**config.mk**
```make
export PLATFORM = sky130hd
export DESIGN_NAME = page_wr_buffer
export DESIGN_NICKNAME = d
export VERILOG_FILES = /design/src/rtl/pwb_pkg.sv /design/src/rtl/pwb_loader.sv /design/src/rtl/pwb_drain.sv /design/src/rtl/pwb_timer.sv /design/src/rtl/page_wr_buffer.sv
export SDC_FILE = /design/constraint.sdc
export NUM_CORES = 1
export LEC_CHECK = 0
export BUFFER_PORTS_ARGS = -buffer_cell sky130_fd_sc_hd__buf_2
export CORE_MARGIN = 8
export CORE_UTILIZATION = 30
export CTS_CLUSTER_DIAMETER = 50
export DETAILED_ROUTE_END_ITERATION = 16
export PLACE_DENSITY = 0.51
export SYNTH_ARGS = -nofsm -noshare
export SYNTH_HDL_FRONTEND = slang
export SYNTH_HIERARCHICAL = 1
export SYNTH_SLANG_ARGS = --single-unit
export TNS_END_PERCENT = 50
```
**constraint.sdc**
```tcl
create_clock -name clk -period 2.69 [get_ports clk]
set_clock_uncertainty 0.15 [all_clocks]
set_input_delay 0.269 -clock clk [delete_from_list [all_inputs] [get_ports clk]]
set_output_delay 0.269 -clock clk [all_outputs]
set_load 0.02 [all_outputs]
```
**src/rtl/pwb_pkg.sv**
```systemverilog
package pwb_pkg;
  localparam int unsigned BYTE_W = 8;

  typedef enum logic {
    PH_IDLE = 1'b0,
    PH_BUSY = 1'b1
  } pwb_phase_e;
endpackage

```
**src/rtl/pwb_loader.sv**
```systemverilog
module pwb_loader #(
  parameter int unsigned ADDR_W     = 9,
  parameter int unsigned PAGE_BYTES = 16,
  localparam int unsigned OFS_W     = $clog2(PAGE_BYTES),
  localparam int unsigned PG_W      = ADDR_W - OFS_W
) (
  input  logic                                       clk,
  input  logic                                       rst_n,
  input  logic                                       accept,
  input  logic                                       start,
  input  logic [ADDR_W-1:0]                          start_addr,
  input  logic                                       valid,
  input  logic [pwb_pkg::BYTE_W-1:0]                 data,
  input  logic                                       clear,
  output logic [PG_W-1:0]                            page_o,
  output logic [PAGE_BYTES-1:0]                      mask_o,
  output logic [PAGE_BYTES-1:0][pwb_pkg::BYTE_W-1:0] bytes_o
);
  logic [PG_W-1:0]       page_q, page_d;
  logic [OFS_W-1:0]      ofs_q, ofs_d;
  logic [PAGE_BYTES-1:0] mask_q, mask_d;
  logic [PAGE_BYTES-1:0][pwb_pkg::BYTE_W-1:0] buf_q;
  logic take_start, take_byte;

  assign take_start = accept & start;
  assign take_byte  = accept & valid & ~start;

  always_comb begin
    page_d = page_q;
    ofs_d  = ofs_q;
    mask_d = mask_q;
    if (clear) mask_d = '0;
    if (take_start) begin
      page_d = start_addr[ADDR_W-1:OFS_W];
      ofs_d  = start_addr[OFS_W-1:0];
      mask_d = '0;
    end else if (take_byte) begin
      mask_d[ofs_q] = 1'b1;
      ofs_d         = ofs_q + 1'b1;   // position wraps inside the page
    end
  end

  always_ff @(posedge clk or negedge rst_n) begin
    if (!rst_n) begin
      page_q <= '0;
      ofs_q  <= '0;
      mask_q <= '0;
    end else begin
      page_q <= page_d;
      ofs_q  <= ofs_d;
      mask_q <= mask_d;
    end
  end

  always_ff @(posedge clk) begin
    if (take_byte) buf_q[ofs_q] <= data;
  end

  assign page_o  = page_q;
  assign mask_o  = mask_q;
  assign bytes_o = buf_q;

  // loading past the last position continues at position 0
  p_ofs_wrap_r3: assert property (@(posedge clk) disable iff (!rst_n)
    (take_byte && ofs_q == OFS_W'(PAGE_BYTES-1)) |=> (ofs_q == '0));

  // while not accepting, the staged page and record stay frozen
  p_frozen_busy_r9: assert property (@(posedge clk) disable iff (!rst_n)
    (!accept && !clear) |=> ($stable(mask_q) && $stable(page_q)));
endmodule

```
**src/rtl/pwb_drain.sv**
```systemverilog
module pwb_drain #(
  parameter int unsigned ADDR_W     = 9,
  parameter int unsigned PAGE_BYTES = 16,
  localparam int unsigned OFS_W     = $clog2(PAGE_BYTES),
  localparam int unsigned PG_W      = ADDR_W - OFS_W
) (
  input  logic                                       clk,
  input  logic                                       rst_n,
  input  logic                                       go,
  input  logic                                       busy_i,
  input  logic [PG_W-1:0]                            page,
  input  logic [PAGE_BYTES-1:0]                      mask,
  input  logic [PAGE_BYTES-1:0][pwb_pkg::BYTE_W-1:0] bytes,
  output logic                                       we,
  output logic [ADDR_W-1:0]                          waddr,
  output logic [pwb_pkg::BYTE_W-1:0]                 wdata
);
  logic             act_q, act_d;
  logic [OFS_W-1:0] idx_q, idx_d;

  always_comb begin
    act_d = act_q;
    idx_d = idx_q;
    if (go) begin
      act_d = 1'b1;
      idx_d = '0;
    end else if (act_q) begin
      idx_d = idx_q + 1'b1;
      if (idx_q == OFS_W'(PAGE_BYTES-1)) act_d = 1'b0;
    end
  end

  always_ff @(posedge clk or negedge rst_n) begin
    if (!rst_n) begin
      act_q <= 1'b0;
      idx_q <= '0;
    end else begin
      act_q <= act_d;
      idx_q <= idx_d;
    end
  end

  assign we    = act_q & mask[idx_q];
  assign waddr = {page, idx_q};
  assign wdata = bytes[idx_q];

  // array writes only happen inside the timed program cycle
  p_write_in_busy_r4: assert property (@(posedge clk) disable iff (!rst_n)
    we |-> busy_i);
endmodule

```
**src/rtl/pwb_timer.sv**
```systemverilog
module pwb_timer #(
  parameter int unsigned CYCLE_CLKS = 40,
  localparam int unsigned CNT_W     = $clog2(CYCLE_CLKS + 1)
) (
  input  logic clk,
  input  logic rst_n,
  input  logic go,
  output logic busy,
  output logic last
);
  import pwb_pkg::*;

  pwb_phase_e       ph_q, ph_d;
  logic [CNT_W-1:0] cnt_q, cnt_d;

  always_comb begin
    ph_d  = ph_q;
    cnt_d = cnt_q;
    if (ph_q == PH_IDLE) begin
      if (go) begin
        ph_d  = PH_BUSY;
        cnt_d = CNT_W'(CYCLE_CLKS - 1);
      end
    end else if (cnt_q == '0) begin
      ph_d = PH_IDLE;
    end else begin
      cnt_d = cnt_q - 1'b1;
    end
  end

  always_ff @(posedge clk or negedge rst_n) begin
    if (!rst_n) begin
      ph_q  <= PH_IDLE;
      cnt_q <= '0;
    end else begin
      ph_q  <= ph_d;
      cnt_q <= cnt_d;
    end
  end

  assign busy = (ph_q == PH_BUSY);
  assign last = busy & (cnt_q == '0);

  // busy cannot drop before the count is spent
  p_busy_hold_r7: assert property (@(posedge clk) disable iff (!rst_n)
    (busy && !last) |=> busy);

  // the end pulse is followed by idle
  p_last_single_r8: assert property (@(posedge clk) disable iff (!rst_n)
    last |=> (!busy && !last));
endmodule

```
**src/rtl/page_wr_buffer.sv**
```systemverilog
module page_wr_buffer #(
  parameter int unsigned ADDR_W     = 9,
  parameter int unsigned PAGE_BYTES = 16,
  parameter int unsigned CYCLE_CLKS = 40,   // must exceed PAGE_BYTES
  localparam int unsigned OFS_W     = $clog2(PAGE_BYTES),
  localparam int unsigned PG_W      = ADDR_W - OFS_W
) (
  input  logic                       clk,
  input  logic                       rst_n,
  input  logic                       ld_start,
  input  logic [ADDR_W-1:0]          ld_addr,
  input  logic                       ld_valid,
  input  logic [pwb_pkg::BYTE_W-1:0] ld_data,
  input  logic                       burst_end,
  output logic                       mem_we,
  output logic [ADDR_W-1:0]          mem_addr,
  output logic [pwb_pkg::BYTE_W-1:0] mem_wdata,
  output logic                       busy,
  output logic                       wel_clear
);
  logic rst_meta_q, rst_sync_q;

  always_ff @(posedge clk or negedge rst_n) begin
    if (!rst_n) begin
      rst_meta_q <= 1'b0;
      rst_sync_q <= 1'b0;
    end else begin
      rst_meta_q <= 1'b1;
      rst_sync_q <= rst_meta_q;
    end
  end

  logic                                       go, last;
  logic [PG_W-1:0]                            page;
  logic [PAGE_BYTES-1:0]                      mask;
  logic [PAGE_BYTES-1:0][pwb_pkg::BYTE_W-1:0] bytes;
  logic                                       has_bytes;

  assign has_bytes = |mask;
  assign go = burst_end & ~busy & ~ld_start & (has_bytes | ld_valid);

  pwb_loader #(.ADDR_W(ADDR_W), .PAGE_BYTES(PAGE_BYTES)) u_loader (
    .clk(clk), .rst_n(rst_sync_q), .accept(~busy), .start(ld_start),
    .start_addr(ld_addr), .valid(ld_valid), .data(ld_data), .clear(last),
    .page_o(page), .mask_o(mask), .bytes_o(bytes)
  );

  pwb_drain #(.ADDR_W(ADDR_W), .PAGE_BYTES(PAGE_BYTES)) u_drain (
    .clk(clk), .rst_n(rst_sync_q), .go(go), .busy_i(busy), .page(page),
    .mask(mask), .bytes(bytes), .we(mem_we), .waddr(mem_addr), .wdata(mem_wdata)
  );

  pwb_timer #(.CYCLE_CLKS(CYCLE_CLKS)) u_timer (
    .clk(clk), .rst_n(rst_sync_q), .go(go), .busy(busy), .last(last)
  );

  assign wel_clear = last;

  // an end strobe with nothing loaded leaves the block idle
  p_no_empty_commit_r6: assert property (@(posedge clk) disable iff (!rst_sync_q)
    (burst_end && !busy && !has_bytes && !ld_valid) |=> !busy);

  // a program cycle only ever follows an end strobe
  p_commit_needs_end_r5: assert property (@(posedge clk) disable iff (!rst_sync_q)
    $rose(busy) |-> $past(burst_end));
endmodule

```
After elaboration in Yosys (flattened, before gate mapping)
Index checks and enable logic that the tools add are counted.

storage, ports and cells
  flip-flop bits (word level) = 167
  input bits = 22
  output and inout port bits = 20

operators by class
  add/subtract/negate cells = 3
  magnitude comparators = 3
  eq/ne operators = 2
  multiplexer cells = 25
  bitwise logic cells = 12
  reduce and logical (&&, ||, !) cells = 7

operators with widths
  kind                                                 number
  bitwise mux 128 bit                                  1
  2-to-1 mux 16 bit                                    3
  binary-select mux 8 bit (select 4 bit)               1
  demux 8 bit (select 4 bit)                           1
  2-to-1 mux 6 bit                                     3
  2-to-1 mux 4 bit                                     4
  2-to-1 mux 8 bit                                     2
  bitwise OR 16 bit                                    1
  OR reduction 16 bit                                  1
  < comparator 4 x 5 -> 1 bit, second input constant   2
  adder 4 x 1 -> 4 bit, second input constant          2
  AND 1 bit                                            8
  2-to-1 mux 1 bit                                     8
  logical NOT 6 bit                                    1
  nonzero test 2 bit                                   3
  subtractor 6 x 1 -> 6 bit, second input constant     1
  binary-select mux 1 bit (select 4 bit)               1
  demux 1 bit (select 4 bit)                           1
  == test 4 bit, second input constant                 1
  >= comparator 4 x 1 -> 1 bit, second input constant  1
  inequality test 2 bit, second input constant         1
  inverter 1 bit                                       2
  AND reduction 2 bit                                  1
  logical AND 1 bit                                    1
  bitwise OR 1 bit                                     1

Logic depth before layout (Yosys ltp)
  depth in word-level cells = 7
  gate-level depth with buffers = 7
  depth with buffers taken out = 7

Modules after synthesis
The synthesis kept the hierarchy.

modules (own cells, without submodules)
  module          instances  cells an instance  area each (µm²)
  pwb_loader      1          262                5202.5
  pwb_drain       1          100                1376.3
  pwb_timer       1          45                 424.2
  page_wr_buffer  1          13                 111.4

Least setup slack after synthesis
OpenSTA, ideal clock, no wires.

  kind = flip-flop to output port
  start = register u_drain.idx_q[1]
  end = output mem_wdata[0] in the netlist's numbering
  arrival = 1.880 ns
  setup slack = 0.391 ns
  stages on the path, launching flop included = 5
  path through = dfrtp_1 -> buf_2 -> clkbuf_1 -> mux4_2 -> a221o_1

between the ends
  longest elaborated chain between the ends = 2

ends and longest elaborated chain
  item                                    line                  RTL
  start: declaration                      pwb_drain.sv:19       logic [OFS_W-1:0] idx_q, idx_d;
  start signal: assignment                pwb_drain.sv:39       idx_q <= idx_d;
  binary-select mux 8 bit (select 4 bit)  pwb_drain.sv:45       assign wdata = bytes[idx_q];
  2-to-1 mux 8 bit (not written as such)  pwb_drain.sv:45
  end: declaration                        page_wr_buffer.sv:17  output logic [pwb_pkg::BYTE_W-1:0] mem_wdata,

No other way between the ends. The select of a mux whose other input is x is not followed.

Worst setup path in the final report
  start = register u_drain.idx_q[0]
  end = output mem_wdata[4] in the netlist's numbering

Same word-level chain as after synthesis.

==> reports/metrics.cfg <==
[run_status]
outcome=finished, final reports clean

[grt]
gr-usage-all-layers_pct=11.9
grt_pass1_wl_mm=25.4
grt_pass1_vias=4210
grt_max_degree=34
antenna_found_initial=0
grt_overflow=0

[critical_path]
r2r_start=u_timer/busy
cp-start-kind=register
path_class=reg -> out
crit_fanout=12
cp-startpoint=u_drain/idx_q[0]
arrival_ps=2250
cp-end-kind=output port
critical_path_required_ps=2270

[route]
wl_per_cell_microns=19.9
dr.pass1.iters=5
wl_mm=16.5
num_vias=4003
viasPerCell=4.83
drtAntennaViolNets=0
drc=0
drtIter0Drc=248

[placed_design]
gp_congestion=0.751
pre_cts_ws_ps=441
dp_hpwl_mm=10.5
io_buffer_count=41
dp_cells=781

[power]
power_density_nw_per_um2=1030
power_mw=8.80
peakVddDrop_mv=0.434
p_leak_nw=3.14

[yosys]
avgSynthCellArea_sq_um=16.9
synth_fp_nets=449
synth_edf_count=128
synth_warnings=6
ys_ff_latch=167
yosysSeqAreaShare_pct=67.7
netlist_top_cells_area=edfxtp_1 54%, dfrtp_1 14%, mux4_2 8.5%
ys.flop_type=edfxtp_1
synth_top_area_share_pct=54.0
netlist_area_sq_um=7110
async_reset_ff_share_pct=23.4
synth_cell_type_count=67
synth_area_leader_cell=edfxtp_1
synth_cells=420

[timing]
setup_slack_ps=21.5
period_share_pct=99.2
max_freq_mhz=375
fin_crit_ps=2670
hold_violations=0
worst_pin_slew_ps=845
slew_headroom_pct=43.7
rsz0062_at_grt=true
drv_slew=0
setup_viol=0
finalSetupTns_ps=0

[layout]
final_util_pct=36.6
final_cell_count_no_fill=829
area_growth_pct=20.5
post_route_cells_drive_above_1_share_pct=30.4
diodes=0
n_fill_cell=2219
fin_nets=526

[min_path]
hold_path_class=in -> reg
min_from=ld_addr[2]

[job]
maxCapViolCount=0

[clocking]
cts_buffer_depth=2
root_buffer=clkbuf_16
htree_levels=4
clock_latency_ps=420
cts_tree=built
clock_sinks=167
cts_buffers=17
clkTransAtPathRegs_ps=70

[floorplanning]
dieArea_sq_um=28900
initial_utilization_pct=30.4
io_pins=42
fp-row-count=56
dieWidth_microns=170
core_sq_um=23400
die_y_microns=170

==> Yosys cell counts (3+ instances only) <==
cell type,n
edfxtp_1,128
dfrtp_1,39
nor2_1,30
mux4_2,27
inv_1,15
a21oi_1,12
nand2_1,12
nor2b_1,10
a22o_1,9
a221o_1,8
nand2b_1,8
nor3_1,8
ha_1,7
mux4_1,7
buf_4,6
buf_6,6
mux2_2,6
o32ai_1,6
clkbuf_1,5
buf_2,4
mux2i_1,4
o21ai_0,4
nand3_1,3
==> placed cells by master, fill, tap and decap left out, drive strengths merged, types with 9 or more instances in the layout <==
cell type	Yosys	final
nor3	10	10
nor2b	10	10
inv	15	22
mux4	34	34
buf	19	75
nand2	14	14
a22o	9	9
nor2	30	30
edfxtp	128	128
clkbuf	6	19
dfrtp	39	39
a21oi	12	12
==> layer usage <==
metal,wire (microns),GRT usage (%),up-vias
li1,-,-,1815
met1,7390,14.9,2087
met2,8240,19.8,88
met3,631,3.31,13
met4,243,3.39,0
met5,0,0,-
==> through the flow <==
step	instance area, sq um	hold WS [ps]
floorplan	7110	-177
global placement	7760	-94.8
detailed placement	7760	-94.0
CTS	8550	12.5
global route	8570	46.8
finish	8570	25.0
==> worst paths after layout <==
check | end | slack, ps | cells past startpoint
setup / recovery | mem_wdata[4] | 20 | 5
hold / removal | u_loader/ofs_q[2] | 20 | 3
setup reg to reg | u_loader/bytes_o[29] | 470 | 5
hold reg to reg | u_loader/ofs_q[0] | 160 | 1
max in group asynchronous | u_loader/page_o[2] | 1650 | 1
min in group asynchronous | u_loader/ofs_q[0] | 160 | 1
==> area by class of cell <==
type,instances,area (sq um),share of cell area [%]
clock buffers,19,433,5.05
clock inverters,13,161,1.88
inverters,15,56.3,0.657
multi-input cells,213,2050,24.0
flip-flops and latches,167,4820,56.2
well taps,319,399,4.65
repair buffers,83,649,7.57
==> logic make-up (layout without fill, tap and decap cells) <==
kind of cell	count (synthesis)	in the layout	synth area share [%]
DFF	167	167	67.7
muxes	44	44	12.6
AOI/OAI and AO/OA	62	62	7.05
adders and majority gates	7	7	1.23
xor gates and xnor gates	3	3	0.369
other	1	1	0.0527
and+or+nand+nor	96	96	7.47
buffers and inverters	40	130	3.43
==> sequential cells by signal, summed over array words and instances, names as in the netlist <==
| register | count |
|---|---|
| rst_meta_q | 1 |
| rst_sync_q | 1 |
| u_drain/act_q | 1 |
| u_drain/idx_q | 4 |
| u_loader/bytes_o | 128 |
| u_loader/mask_o | 16 |
| u_loader/ofs_q | 4 |
| u_loader/page_o | 5 |
| u_timer/busy | 1 |
| u_timer/cnt_q | 6 |
==> timing repair <==
item,in CTS,in global routing
gates cloned,2,0
endpoints found under the hold margin,13,0
setup endpoints to repair,7,9
hold buffers,8,0
pin swaps,1,1
gates resized for setup,5,4
setup buffers,5,1
==> worst max-delay path, cell delays in order (launching register included) <==
cell,delay [ps]
dfrtp_2,460
buf_12,170
mux4_2,490
a22o_1,230
a221o_1,320
buf_6,150
==> power breakdown <==
group          switching, mW  total, mW  internal (mW)
Sequential             0.341       3.36           3.01
Combinational           1.50       3.00           1.49
Clock                   1.05       2.45           1.40
Total                   2.89       8.80           5.91
(Power assumes the default switching activity.)
